### config.mk
export PLATFORM = sky130hd
export DESIGN_NAME = serial_audio_fmt
export DESIGN_NICKNAME = d
export VERILOG_FILES = /design/src/rtl/serial_audio_fmt.sv
export SDC_FILE = /design/constraint.sdc
export NUM_CORES = 1
export LEC_CHECK = 0
export BUFFER_PORTS_ARGS = -buffer_cell sky130_fd_sc_hd__buf_2
export CORE_UTILIZATION = 60
export DETAILED_ROUTE_END_ITERATION = 10
export GPL_TIMING_DRIVEN = 0
export MAX_ROUTING_LAYER = met4
export PLACE_DENSITY = 0.86
export RECOVER_POWER = 100
export REMOVE_ABC_BUFFERS = 1
export SLEW_MARGIN = 20
export SYNTH_ARGS = -nofsm -noshare
export SYNTH_HDL_FRONTEND = slang
export SYNTH_SLANG_ARGS = --single-unit
### constraint.sdc
create_clock -name clk -period 9.3 [get_ports clk]
set_input_delay 1.86 -clock clk [delete_from_list [all_inputs] [get_ports clk]]
set_output_delay 1.86 -clock clk [all_outputs]
set_load 0.1 [all_outputs]
### src/rtl/serial_audio_fmt.sv
module serial_audio_fmt #(
  parameter int NCH    = 6,
  parameter int ACC_W  = 23,
  parameter int OUT_W  = 20,
  parameter int CNT_W  = 7,
  parameter int LR_RST = 32
) (
  input  logic                   clk,
  input  logic                   rst_n,
  input  logic                   bclk_tick,
  input  logic                   dis_lr,
  input  logic                   dis_word,
  input  logic                   dis_bit,
  input  logic [NCH*ACC_W-1:0]   left_acc,
  input  logic [NCH*ACC_W-1:0]   right_acc,
  input  logic [CNT_W-1:0]       word_start,
  input  logic [CNT_W-1:0]       word_end,
  input  logic [CNT_W-1:0]       lr_len,
  output logic                   bclk_o,
  output logic                   lrclk_o,
  output logic                   wclk_o,
  output logic [NCH-1:0]         sdata_o
);

  localparam int BIT_W = $clog2(OUT_W + 1);
  localparam logic signed [ACC_W-1:0] SAT_HI = ACC_W'((1 << (OUT_W - 1)) - 1);
  localparam logic signed [ACC_W-1:0] SAT_LO = -SAT_HI - 1;

  function automatic logic [OUT_W-1:0] sat(input logic signed [ACC_W-1:0] v);
    if (v > SAT_HI) return SAT_HI[OUT_W-1:0];
    if (v < SAT_LO) return SAT_LO[OUT_W-1:0];
    return v[OUT_W-1:0];
  endfunction

  logic [CNT_W-1:0] lr_cnt, lr_len_cur, wcnt, ws_cur, we_cur;
  logic [BIT_W-1:0] bits_left;
  logic             side_q;
  logic [NCH*OUT_W-1:0] lat_l, lat_r, nxt_l, nxt_r;
  logic [NCH-1:0]   sdata_d;

  wire fall    = bclk_tick && !dis_bit && bclk_o;
  wire lr_tog  = fall && !dis_lr &&
                 (({1'b0, lr_cnt} + 1'b1) >= {1'b0, lr_len_cur});
  wire lr_new  = lr_tog ? !lrclk_o : lrclk_o;
  wire lr_rise = lr_tog && !lrclk_o;

  wire [CNT_W-1:0] ws_eff = lr_rise ? word_start : ws_cur;
  wire [CNT_W-1:0] we_eff = lr_rise ? word_end   : we_cur;
  wire [CNT_W-1:0] wc_eff = lr_tog ? '0 : wcnt;

  wire w_start = (wc_eff == ws_eff);
  wire w_end   = (wc_eff == we_eff);
  wire take    = w_start && lr_new;
  wire [BIT_W-1:0] bits_eff = w_start ? BIT_W'(OUT_W) : bits_left;
  wire shift   = (bits_eff != '0) && (wc_eff < we_eff);
  wire side_eff = w_start ? lr_new : side_q;
  wire [BIT_W-1:0] idx = bits_eff - 1'b1;

  for (genvar c = 0; c < NCH; c++) begin : g_ch
    logic [OUT_W-1:0] wl, wr;
    assign nxt_l[c*OUT_W +: OUT_W] = take ? sat(left_acc[c*ACC_W +: ACC_W])
                                          : lat_l[c*OUT_W +: OUT_W];
    assign nxt_r[c*OUT_W +: OUT_W] = take ? sat(right_acc[c*ACC_W +: ACC_W])
                                          : lat_r[c*OUT_W +: OUT_W];
    assign wl = nxt_l[c*OUT_W +: OUT_W];
    assign wr = nxt_r[c*OUT_W +: OUT_W];
    assign sdata_d[c] = shift && (side_eff ? wr[idx] : wl[idx]);
  end

  always_ff @(posedge clk) begin
    if (!rst_n) begin
      bclk_o     <= 1'b0;
      lrclk_o    <= 1'b0;
      wclk_o     <= 1'b0;
      sdata_o    <= '0;
      lr_cnt     <= '0;
      lr_len_cur <= CNT_W'(LR_RST);
      wcnt       <= '0;
      ws_cur     <= '0;
      we_cur     <= '0;
      bits_left  <= '0;
      side_q     <= 1'b0;
      lat_l      <= '0;
      lat_r      <= '0;
    end else begin
      if (dis_bit)        bclk_o <= 1'b0;
      else if (bclk_tick) bclk_o <= !bclk_o;

      if (fall && !dis_lr) begin
        if (lr_tog) begin
          lrclk_o <= !lrclk_o;
          lr_cnt  <= '0;
          if (lrclk_o) lr_len_cur <= lr_len;
          else begin
            ws_cur <= word_start;
            we_cur <= word_end;
          end
        end else begin
          lr_cnt <= lr_cnt + 1'b1;
        end
      end

      if (fall && !dis_word) begin
        wcnt      <= (&wc_eff) ? wc_eff : wc_eff + 1'b1;
        lat_l     <= nxt_l;
        lat_r     <= nxt_r;
        side_q    <= side_eff;
        bits_left <= w_end ? '0 : (shift ? idx : bits_eff);
        wclk_o    <= w_end ? 1'b0 : (w_start ? 1'b1 : wclk_o);
        sdata_o   <= sdata_d;
      end

      if (dis_word) begin
        wclk_o    <= 1'b0;
        sdata_o   <= '0;
        bits_left <= '0;
      end
    end
  end

  p_lr_on_fall_r2: assert property (@(posedge clk) disable iff (!rst_n)
    !$stable(lrclk_o) |-> $past(fall));
  p_wclk_rise_r6: assert property (@(posedge clk) disable iff (!rst_n)
    $rose(wclk_o) |-> $past(fall && !dis_word));
  p_cnt_in_half_r3: assert property (@(posedge clk) disable iff (!rst_n)
    (lr_cnt == '0) || (lr_cnt < lr_len_cur));
  p_bits_bound_r7: assert property (@(posedge clk) disable iff (!rst_n)
    bits_left <= BIT_W'(OUT_W));
  p_idle_zero_r9: assert property (@(posedge clk) disable iff (!rst_n)
    !wclk_o |-> (sdata_o == '0));
  p_bclk_off_r10: assert property (@(posedge clk) disable iff (!rst_n)
    dis_bit |=> !bclk_o);
  p_lr_hold_r10: assert property (@(posedge clk) disable iff (!rst_n)
    dis_lr |=> $stable(lrclk_o));
  p_word_off_r10: assert property (@(posedge clk) disable iff (!rst_n)
    dis_word |=> (!wclk_o && sdata_o == '0));

endmodule

==> out/metrics.yaml, run 1 <==
cp_cell_sequence: "buf_2 -> nand4bb_1 -> or2_1 -> nor3_2 -> nor2_1 -> inv_1 -> ha_2 -> mux2i_1 -> xor2_1 -> a31oi_1 -> nor3_1 -> o22a_1 -> a21oi_4 -> inv_4 -> ha_2 -> buf_12 -> inv_1 -> nor2_4 -> a21oi_1 -> o211ai_1 -> o211ai_1 -> o211ai_1"
place_area_um2: 17100
grt_pass1_wl_um: 80800
synth_common_cells: "nand2_1, a21oi_1, dfxtp_1, nor2_1, o211ai_1"
slew_headroom_pct: -222
layout-drive-gt1-share_pct: 19.1
worst_hold_path_type: "flip-flop to flip-flop"
p_sw_share_pct: 24.2
worst-path-stages: 22
slowest_delay_ps: 760
worst_pin_slew_ps: 4800
end_kind: "flip-flop"
ys_ff_latch: 290
cts_tree: "built"
critPathRequiredTime_ps: 9780
cts.hold.buffers_added: 0
synth_area_leaders: "dfxtp_1, o211ai_1, a21oi_1"
power.switching_mw: 0.639
wirelength_um: 53000
r2r_cells: 26
drcViolationCount: 0
fillCellCount: 2025
die_width_um: 162
slowest_stage: "a21oi_4"
rows: 58
met1_length_um: 20200
synth_top_area_share_pct: 37.8
ant_nets: 0
path_common_cell: "o211ai_1"
viasPerCell: 6.67
yosysWarnings: 0
synth_cell_types: 89
ys_async_sr_fraction_pct: 0
yosysSeqAreaShare_pct: 37.8
wl_met3_um: 5590
crit_type: "input port to flip-flop"
total_leakage_power_nw: 6.28
wl_met2_um: 24400
die_area_um2: 26300
seqPwrFrac_pct: 47.0
ff_latch_area_um2: 5810
num_io_pins: 312
drtIter0Drc: 2116
crit_fanout: 27
syn2layout_area_growth_pct: 16.9
num_vias: 17000
run_status: "finished, violations left"
worst_setup_path_start_kind: "input port"
cts_max_level: 1
num_antenna_cells: 0
routed.top_layer: "met4"
finalSetupViolations: 0
multi_input_area_um2: 8800
final_core_util_pct: 71.3
power_frac_comb_pct: 7.5
clkPwrFrac_pct: 45.5
dpl.hpwl_um: 34900
nets: 2523
dp_cells: 2499
crit-reg2reg-capture: "sdata_o[1]"
crit_path_start: "dis_bit"
violations: "max-capacitance violations, max-slew violations"
cellInternalPower_mw: 2.01
syn-cell-area_um2: 15400
cp_top_family: "compound AO/OA/AOI/OAI gates"
firstDrtPassIters: 7
slew_violations: 344
yosysMostFrequentCell: "nand2_1"
syn_avg_cell_area_um2: 7.62
synth_ff_type: "dfxtp_1"
grt_max_degree: 139
initial_core_util_pct: 61.0
post_drt_wl_per_cell_um: 20.8
min_period_ps: 9130
die_y_um: 162
fmax_ghz: 0.110
numCtsBuffers: 30
coreArea_um2: 25200
final_cells: 2553
yosysTopAreaCell: "dfxtp_1"
final_area_um2: 18000
cap_viol_max_count: 4
place.gp.congestion: 0.892
synth_edf_count: 0
path_buf_inv: 5
postCtsSetupRepairBufs: 0
cts_resized: 1
groute.usage.overall_pct: 40.0
rsz0062_at_grt: "false"
grt_overflow: 0
insertion_delay_ps: 560
rr_startpoint: "lr_cnt[0]"
fin_skew_ps: 10.6
finalCritPeriodShare_pct: 98.1
crit_arrival_ps: 9600
reg2reg_slack_ps: 770
vdd_ir_drop_max_mv: 0.118
finalHoldViolations: 0
synth_cells: 2016
cts_root_buf: "clkbuf_16"
power_density_nw_per_um2: 147
clockBufferDepth: 3
grt_pass1_vias: 15300
endpoint: "sdata_o[1]"
path_clk_slew_ps: 60
power_mw: 2.65
antenna_found_initial: 0
portBuffers: 311
numClockSinks: 290
## worst min-delay path: cells and delay by family (launching register included)
family | cells | cell delay (ps)
AND/OR/NAND/NOR | 1 | 50
flip-flops | 1 | 310
AO/OA/AOI/OAI | 1 | 50
## routing by layer
layer	vias to the layer above	track usage [%]
met5	-	-
met4	0	20.4
met3	237	6.15
met2	1127	62.9
met1	7943	49.7
li1	7732	-
## worst min-delay path by stage
stage | startpoint | end | cells past startpoint
after detailed placement | lat_l[96] | lat_l[96] | 2
after global placement | lat_l[71] | lat_l[71] | 2
final | lat_l[8] | lat_l[8] | 2
after floorplan | lat_l[60] | lat_l[60] | 2
after CTS | lat_l[38] | lat_l[38] | 2
after global routing | lat_l[38] | lat_l[38] | 2
## cells in the final DEF, fill, tap and decap left out, types with 12 or more instances in the layout
master	synthesis	routed
a31oi_1	14	14
nor2_1	207	195
o21ai_0	85	84
nor3_1	29	28
dfxtp_1	290	289
clkbuf_16	0	31
o2111ai_1	13	13
inv_1	19	19
a21oi_1	305	305
o221ai_1	30	30
clkbuf_1	129	17
nand2_1	326	327
a211oi_1	17	17
buf_2	40	301
nand3_1	43	43
nor2_2	2	12
ha_1	19	17
o211ai_1	204	204
or3_1	13	13
mux2i_1	18	18
## flip-flops by register name (all words and copies together), names as in the netlist
register    cells
wclk_o          1
we_cur          7
lrclk_o         1
lat_r         120
sdata_o         6
bclk_o          1
lat_l         120
lr_len_cur      7
lr_cnt          7
ws_cur          7
wcnt            7
side_q          1
bits_left       5
## through the flow
stage / hold WS, ps / TNS (ps) / setup WS, ps
6_report: 449 / 0 / 175
5_1_grt: 462 / 0 / 4.30
4_1_cts: 449 / 0 / 13.3
3_5_place_dp: 441 / -3250 / -622
3_3_place_gp: 434 / -1388030 / -6020
2_1_floorplan: 427 / -301090 / -1390
## power groups by stage
stage | clock, mW | sequential (mW) | combinational [mW]
global route | 1.25 | 1.24 | 0.210
detailed placement | 0 | 1.27 | 0.191
CTS | 1.20 | 1.24 | 0.192
global placement | 0 | 1.27 | 0.182
floorplan | 0 | 1.27 | 0.0743
finish | 1.20 | 1.24 | 0.198
## cell type report
type / instances / area share, %
Inverter: 22 / 0.488
Timing Repair Buffer: 331 / 10.4
Tap cell: 330 / 2.30
Sequential cell: 290 / 32.3
Multi-Input combinational cell: 1526 / 49.0
Clock buffer: 46 / 5.08
Clock inverter: 8 / 0.362
## kinds of logic (layout without fill, tap and decap cells)
logic type / Yosys count / after routing / synth area share, %
flip-flops: 290 / 290 / 37.8
AND/OR/NAND/NOR: 675 / 675 / 18.7
AO/OA/AOI/OAI: 782 / 782 / 33.4
buffers and inverters: 200 / 407 / 5.39
multiplexers: 28 / 28 / 1.93
adder cells (fa/ha/maj): 19 / 19 / 1.55
XOR/XNOR: 22 / 22 / 1.25
No activity file was read; power rests on OpenSTA's default activity.
==> inputs of run 2 (changes only) <==
Settings changed: ABC_AREA set to 1, CORE_UTILIZATION 60 to 63, CTS_BUF_LIST set to sky130_fd_sc_hd__clkbuf_8, PLACE_DENSITY 0.86 to 0.88.
==> out/metrics.yaml, run 2 <==
largestRegisters: "lat_l (120), lat_r (120)"
layout_common_cells: "nand2_1, nand3_1, inv_1"
path_clk_slew_ps: 60
min_from: "lat_r[119]"
fin_skew_ps: 34.3
slowest_stage: "clkbuf_1"
rr_startpoint: "lr_cnt[0]"
grt_max_degree: 126
layout_commonest_cell: "nand2_1"
cts_max_level: 2
violations: "max-capacitance violations, max-slew violations"
fmax_ghz: 0.120
syn_avg_cell_area_um2: 6.22
synth_edf_count: 0
ys_ff_latch: 290
path_common_cell: "clkbuf_1"
vdd_ir_drop_max_mv: 0.0915
finalCritPeriodShare_pct: 90.0
nets: 3521
firstDrtPassIters: 6
numClockSinks: 290
place.gp.congestion: 0.847
finalHoldViolations: 0
yosysTopAreaCell: "dfxtp_1"
crit_fanout: 103
final_core_util_pct: 74.3
slew_headroom_pct: -207
rows: 62
cp_cell_sequence: "clkbuf_1 -> inv_1 -> clkbuf_1 -> or2_0 -> nor3_1"
cts_root_buf: "clkbuf_8"
path_buf_inv: 3
drtIter0Drc: 2552
reg2reg_slack_ps: 1560
hold-path-endpoint: "lat_r[119]"
drcViolationCount: 0
end_kind: "flip-flop"
die_y_um: 175
grt_pass1_vias: 20500
dp_cells: 3531
slowest_delay_ps: 3150
synth_cells: 3015
crit-reg2reg-capture: "sdata_o[2]"
synth_top_area_share_pct: 31.0
worst_hold_path_type: "flip-flop to flip-flop"
syn2layout_area_growth_pct: 14.9
r2r_cells: 29
synth_common_cells: "nand2_1, nand3_1, inv_1, dfxtp_1, o211ai_1"
yosysWarnings: 0
num_vias: 22100
slew_violations: 260
cp_top_family: "buffers and inverters"
postCtsSetupRepairBufs: 0
hold_path_depth: 2
total_leakage_power_nw: 10.6
run_status: "finished, violations left"
insertion_delay_ps: 590
yosysSeqAreaShare_pct: 31.0
grt_overflow: 0
critPathRequiredTime_ps: 9810
cap_viol_max_count: 3
min_period_ps: 8370
viasPerCell: 6.10
final_cells: 3618
power_density_nw_per_um2: 126
groute.usage.overall_pct: 38.9
initial_core_util_pct: 64.6
numCtsBuffers: 50
syn-cell-area_um2: 18800
final_area_um2: 21500
synth_cell_types: 48
yosysMostFrequentCell: "nand2_1"
die_area_um2: 30500
layout-drive-gt1-share_pct: 14.4
die_width_um: 175
synth_area_leaders: "dfxtp_1, nand3_1, nand2_1"
cts_resized: 0
num_io_pins: 312
cts.hold.buffers_added: 0
coreArea_um2: 29000
cts_tree: "built"
ys_async_sr_fraction_pct: 0
worst_pin_slew_ps: 4600
wirelength_um: 59600
synth_ff_type: "dfxtp_1"
finalSetupViolations: 0
crit_type: "input port to flip-flop"
fillCellCount: 2301
place_area_um2: 20700
antenna_found_initial: 2
worst_setup_path_start_kind: "input port"
grt_pass1_wl_um: 96000
rsz0062_at_grt: "false"
dpl.hpwl_um: 38500
ant_nets: 0
crit_arrival_ps: 8870
portBuffers: 311
clockBufferDepth: 3
post_drt_wl_per_cell_um: 16.5
run 2: changes by cell type after synthesis, sizes merged, moves of 15 or more:
cell | before | now
nand2 | 328 | 790
buf | 48 | 101
nand3 | 45 | 731
o211ai | 204 | 187
nor3 | 32 | 14
or3 | 15 | 0
o221ai | 30 | 1
inv | 21 | 333
o21ai | 91 | 146
nor2 | 210 | 81
a21oi | 309 | 76
run 2: worst max-delay path by stage:
stage	start	to	cells after the start
after detailed placement	bclk_tick	sdata_o[3]	28
after global placement	bclk_tick	lat_l[66]	8
final	rst_n	wclk_o	5
after global routing	bclk_tick	sdata_o[2]	24
after CTS	bclk_tick	sdata_o[3]	28
after floorplan	dis_bit	lat_l[66]	6
run 2: layout make-up:
cell class	count	area (um2)	area share, %
Clock inverter	22	87.6	0.406
Antenna cell	3	7.51	0.0348
Clock buffer	62	853	3.96
Tap cell	384	480	2.23
Inverter	339	1290	5.98
Timing Repair Buffer	368	2290	10.6
Sequential cell	290	5810	26.9
Multi-Input combinational cell	2150	10700	49.8
run 2: logic make-up (layout without fill, tap and decap cells):
logic type	Yosys count	after routing	synth area share, %
AND/OR/NAND/NOR	1649	1649	39.0
buffers and inverters	575	791	12.3
AO/OA/AOI/OAI	470	470	15.9
flip-flops	290	290	31.0
adder cells (fa/ha/maj)	19	19	1.27
XOR/XNOR	8	8	0.414
multiplexers	4	4	0.214
other	0	3	0
run 2: per-stage QoR:
step	power (mW)	worst slack, ps	TNS (ps)	hold slack (ps)
after global routing	2.80	605	0	466
after detailed placement	1.61	1190	0	441
after CTS	2.71	1740	0	449
after floorplan	1.46	-26270	-4448960	423
final	2.72	934	0	454
after global placement	1.60	-38630	-6770160	433
run 2: worst reg2reg max path: cells and delay by family (launching register included):
family                   cells  cell delay [ps]
flip-flops                   1              420
AND/OR/NAND/NOR             16             2720
AO/OA/AOI/OAI                3              790
adder cells (fa/ha/maj)      3             1440
buffers and inverters        6             2140
XOR/XNOR                     1              140
run 2: metal layers:
metal / GRT usage (%) / vias to the layer above / wire, um
met5: - / - / 0
met4: 21.3 / 0 / 2790
met3: 6.39 / 244 / 6210
met2: 61.6 / 1316 / 27200
met1: 47.3 / 10000 / 23400
li1: - / 10500 / -
run 2: where the power goes:
group	switching (mW)	leakage, nW	total, mW	internal, mW
logic	0.215	7.68	0.331	0.116
registers	0.00668	2.34	1.26	1.25
clock network	0.531	0.557	1.12	0.593
total	0.752	10.6	2.72	1.96
